<file path="src/rtl/apb_decode_fabric.sv">
module apb_decode_fabric #(
  parameter int N  = 4,
  parameter int AW = 16,
  parameter int DW = 16,
  parameter int LW = 4,
  parameter logic [N*AW-1:0] PAT_VAL  = {16'h1030, 16'h1020, 16'h1010, 16'h1000},
  parameter logic [N*AW-1:0] PAT_CARE = {N{16'hFFF0}}
) (
  input  logic            pclk,
  input  logic            presetn,
  input  logic            m_psel,
  input  logic            m_penable,
  input  logic            m_pwrite,
  input  logic [AW-1:0]   m_paddr,
  input  logic [DW-1:0]   m_pwdata,
  output logic [DW-1:0]   m_prdata,
  output logic [N-1:0]    s_psel,
  output logic            s_penable,
  output logic            s_pwrite,
  output logic [LW-1:0]   s_paddr,
  output logic [DW-1:0]   s_pwdata,
  input  logic [N*DW-1:0] s_prdata
);
  logic [N-1:0] hit;

  for (genvar i = 0; i < N; i++) begin : g_dec
    assign hit[i] = ((m_paddr ^ PAT_VAL[i*AW +: AW]) & PAT_CARE[i*AW +: AW]) == '0;

    a_r6_merge_selected: assert property (@(posedge pclk) disable iff (!presetn)
      s_psel[i] |-> m_prdata == s_prdata[i*DW +: DW]);
  end

  assign s_psel    = hit & {N{m_psel}};
  assign s_penable = m_penable;
  assign s_pwrite  = m_pwrite;
  assign s_paddr   = m_paddr[LW-1:0];
  assign s_pwdata  = m_pwdata;

  always_comb begin
    m_prdata = '0;
    for (int i = 0; i < N; i++)
      m_prdata |= s_prdata[i*DW +: DW] & {DW{s_psel[i]}};
  end

  a_r10_sel_needs_psel: assert property (@(posedge pclk) disable iff (!presetn)
    (s_psel != '0) |-> m_psel);
  a_r2_single_select: assert property (@(posedge pclk) disable iff (!presetn)
    $onehot0(s_psel));
  a_r3_idle_reads_zero: assert property (@(posedge pclk) disable iff (!presetn)
    (s_psel == '0) |-> (m_prdata == '0));
endmodule

</file>
<file path="config.mk">
export PLATFORM = sky130hd
export DESIGN_NAME = apb_decode_fabric
export DESIGN_NICKNAME = d
export VERILOG_FILES = /design/src/rtl/apb_decode_fabric.sv
export SDC_FILE = /design/constraint.sdc
export NUM_CORES = 1
export LEC_CHECK = 0
export ABC_AREA = 1
export CAP_MARGIN = 30
export CORE_ASPECT_RATIO = 0.8
export CORE_MARGIN = 2
export CORE_UTILIZATION = 28
export DETAILED_ROUTE_END_ITERATION = 8
export GPL_TIMING_DRIVEN = 0
export PLACE_DENSITY = 0.92
export SLEW_MARGIN = 20
export SYNTH_ARGS = -nofsm -noshare
export SYNTH_HDL_FRONTEND = slang
export SYNTH_SLANG_ARGS = --single-unit
</file>
<file path="constraint.sdc">
create_clock -name vclk -period 2.35
set_clock_uncertainty 0.05 [all_clocks]
set_input_delay 0.235 -clock vclk [all_inputs]
set_output_delay 0.235 -clock vclk [all_outputs]
set_load 0.03 [all_outputs]
</file>
; Word-level counts from Yosys, hierarchy flattened
; Cells that the tools add are included.
[word_totals]
register_bits = 0
out_inout_bits = 42
word_cells = 16
[classes]
bitwise = 12
n_reduce_logical = 4
[op_table]
columns = cell, n
row1 = $and A16 B16 Y16, 4
row2 = $logic_not A16 Y1, 4
row3 = $or A16 B16 Y16, 3
row4 = $and A4 B4 Y4, 1
row5 = $not A2 Y2, 2
row6 = $not A3 Y3, 1
row7 = $not A1 Y1, 1

; Longest topological paths before layout
; Gate-level depths: netlist of the first run.
[logic_depth]
depth_word = 7
mapped_depth = 9
depth_no_buf = 8

; Least setup slack after synthesis of the first run
; No wires, ideal clock.
[synth_timing]
path_kind = input to output
start = input port m_paddr[11]
end = output port s_psel[1]
arrival_time_ns = 1.482
required_time_ns = 2.065
slack_ns = 0.583
cell_stages = 3
cell_sequence = nor2_1 -> nand2_2 -> nor4_1
[synth_via]
elab_chain_cells = 2
[synth_lines]
columns = element, line
row1 = "start, declared", 14  ; input logic [AW-1:0] m_paddr,
row2 = $logic_not A16 Y1, 27  ; assign hit[i] = ((m_paddr ^ PAT_VAL[i*AW +: AW]) & PAT_CARE[i*AW +: AW]) == '0;
row3 = $and A4 B4 Y4, 33  ; assign s_psel = hit & {N{m_psel}};
row4 = "end, declared", 17  ; output logic [N-1:0] s_psel,
; No other way between the ends.

; Worst setup path in the final report of the first run
; Ends and elaborated chain as after synthesis.

==> out/metrics.cfg, run 1 <==
[power]
power_switching_mw=0.0917
power_frac_clock_pct=0
share_comb_of_total_power_pct=100.0
power_leakage_nw=1.17
internal-power_mw=0.173
power_density_mw_per_mm2=117
seqPwrFrac_pct=0
vdd_drop_max_v=0.0000795
switching_share_pct=34.6

[logic_synthesis]
synth-warning-count=0
netlist_instances=203
avgSynthCellArea_um2=5.28
yosys-top-cells-area=nand3_1, buf_4, nand2_1, inv_1, nand3_2
ys_types=13
yosysTopAreaCell=nand3_1
synth_top_area_share_pct=27.6
syn_area_mm2=0.00107
syn_nets=304
ys_seq_area_share_pct=0

[worst_hold_path]
hold_class=input pin to primary output
worstHoldPathCells=2
whs_endpoint=s_pwdata[0]
hp-start=m_pwdata[0]

[grt]
grt_first_pass_wirelength_um=6580
grt_pass1_vias=1459
grt_overflow=0
antenna_found_initial=0
grt_max_degree=11
grt_use_total_pct=18.9

[placement]
preCtsSetupSlack_ns=-0.308
dpl_cell_area_mm2=0.00232
numPortBuffers=119
dpl.hpwl_um=3690
gp_congestion=0.778

[setup_path]
worstPathArrival_ns=1.91
critical_path_peak_fanout=5
critPathRequiredTime_ns=2.07
end_kind=primary output
critPathKind=input pin to primary output
worstSetupStartpointType=input pin

[outcome]
status=completed

[timing]
tightest_slew_ns=0.381
finalCritPeriodShare_pct=93.4
worst_slack_ns=0.156
setup_viol=0
max_freq_ghz=0.456
slew_viol_final=0
rsz0062_at_grt=false
period_minus_slack_ns=2.19
relSlewSlack_pct=74.5
hold_viol=0

[detailed_routing]
dr_wl_met3_um=225
via_per_inst=4.38
drt_wl_total_um=4310
dr.pass1.iters=6
met1_length_um=1790
dr_wl_met2_um=2270
drtIter0Drc=62
dr_total_vias=1611
remaining_drc_errors=0
antenna_left=0
top_layer_used=met4
wl_per_cell_um=11.7

[cells_and_area]
seq_cells=0
clock_buffers=0
layout.nets=427
fin_area_mm2=0.00226
drive_gt1_share_pct=20.4
syn2layout_area_growth_pct=111
final_common_cell=clkdlybuf4s50_1
ff_latch_area_um2=0
mostFrequentLayoutCells=clkdlybuf4s50_1, nand3_1, nand2_1, inv_1, buf_4
diodes=0

[cts]
ctsHoldBuffers=0

[die]
num_rows=20
core_mm2=0.00373
initial_utilization_pct=28.7
dieArea_mm2=0.00434
die_w_um=73.1
io_pins=143
die_h_um=59.3

[job]
drv_cap=0

[worst max path at each step]
| stage | startpoint | endpoint | cells past startpoint |
|---|---|---|---|
| detailed placement | m_psel | m_prdata[5] | 11 |
| floorplan | m_paddr[11] | s_psel[1] | 3 |
| global placement | m_psel | m_prdata[5] | 11 |
| CTS | m_paddr[5] | m_prdata[7] | 10 |
| global route | m_psel | m_prdata[6] | 11 |
| finish | m_paddr[11] | s_psel[1] | 5 |
[cell families (layout without fill, tap and decap cells)]
kind of cell           after synthesis  after routing  share of synthesized area [%]
and+or+nand+nor                    133            133                           63.2
buffers and inverters               70            191                           36.8
[per-layer routing]
layer / GRT usage, % / vias to the layer above
met3: 2.38 / 4
met2: 35.3 / 51
met1: 23.9 / 701
li1: - / 855
met5: 0 / -
met4: 2.12 / 0
[area by class of cell]
class / count / area [um2]
tap: 44 / 55.1
timing repair buffer: 121 / 1130
fill: 371 / 1470
multi-input combinational: 133 / 677
inverter: 38 / 143
buffer: 32 / 255
[stage by stage]
step	util, %	hold slack, ns	cells	setup TNS (ns)	power (mW)
6_report	60.6	1.10	368	0	0.265
2_1_floorplan	-	0.544	203	0	0.0922
3_3_place_gp	62.1	1.10	366	-3.53	0.261
3_5_place_dp	62.1	1.10	366	-4.03	0.265
5_1_grt	60.6	1.11	368	0	0.280
4_1_cts	61.9	1.10	366	0	0.265
[repair_timing]
item / in CTS / in global routing
endpoints found under the setup margin: 17 / 18
resized for setup: 28 / 28
setup buffers: 0 / 2
cloned: 0 / 0
hold endpoints to repair: 0 / 0
pin swaps: 0 / 1
[worst max-delay path, stage by stage]
cell and delay, ns:
clkdlybuf4s50_1 0.41, nor2_1 0.14, nand2_2 0.14, nor4_1 0.27
clkdlybuf4s50_1 0.71
[synth_stat cells]
cell type / n
nand2_2: 3
nand3_2: 6
nor2_8: 1
nor2_2: 1
nor2_4: 4
nand2_1: 50
buf_6: 3
nor4_1: 4
buf_4: 29
nor2_1: 5
inv_1: 37
nand3_1: 59
inv_2: 1
[power groups by stage]
stage	clock (mW)	sequential (mW)	combinational, mW
floorplan	0	0	0.0922
global placement	0	0	0.261
detailed placement	0	0	0.265
CTS	0	0	0.265
global route	0	0	0.280
finish	0	0	0.265
No activity file was read; power rests on OpenSTA's default activity.
==> run 2, diff against run 1 <==
Settings changed: SLEW_MARGIN 20 to 25.
==> results of run 2 <==
Final layout, timing and power as in run 1 (identical DEF).
==> run 3, diff against run 2 <==
Settings changed: GPL_ROUTABILITY_DRIVEN from default to 0.
==> results of run 3 <==
Final layout, timing and power as in run 1 (identical DEF).
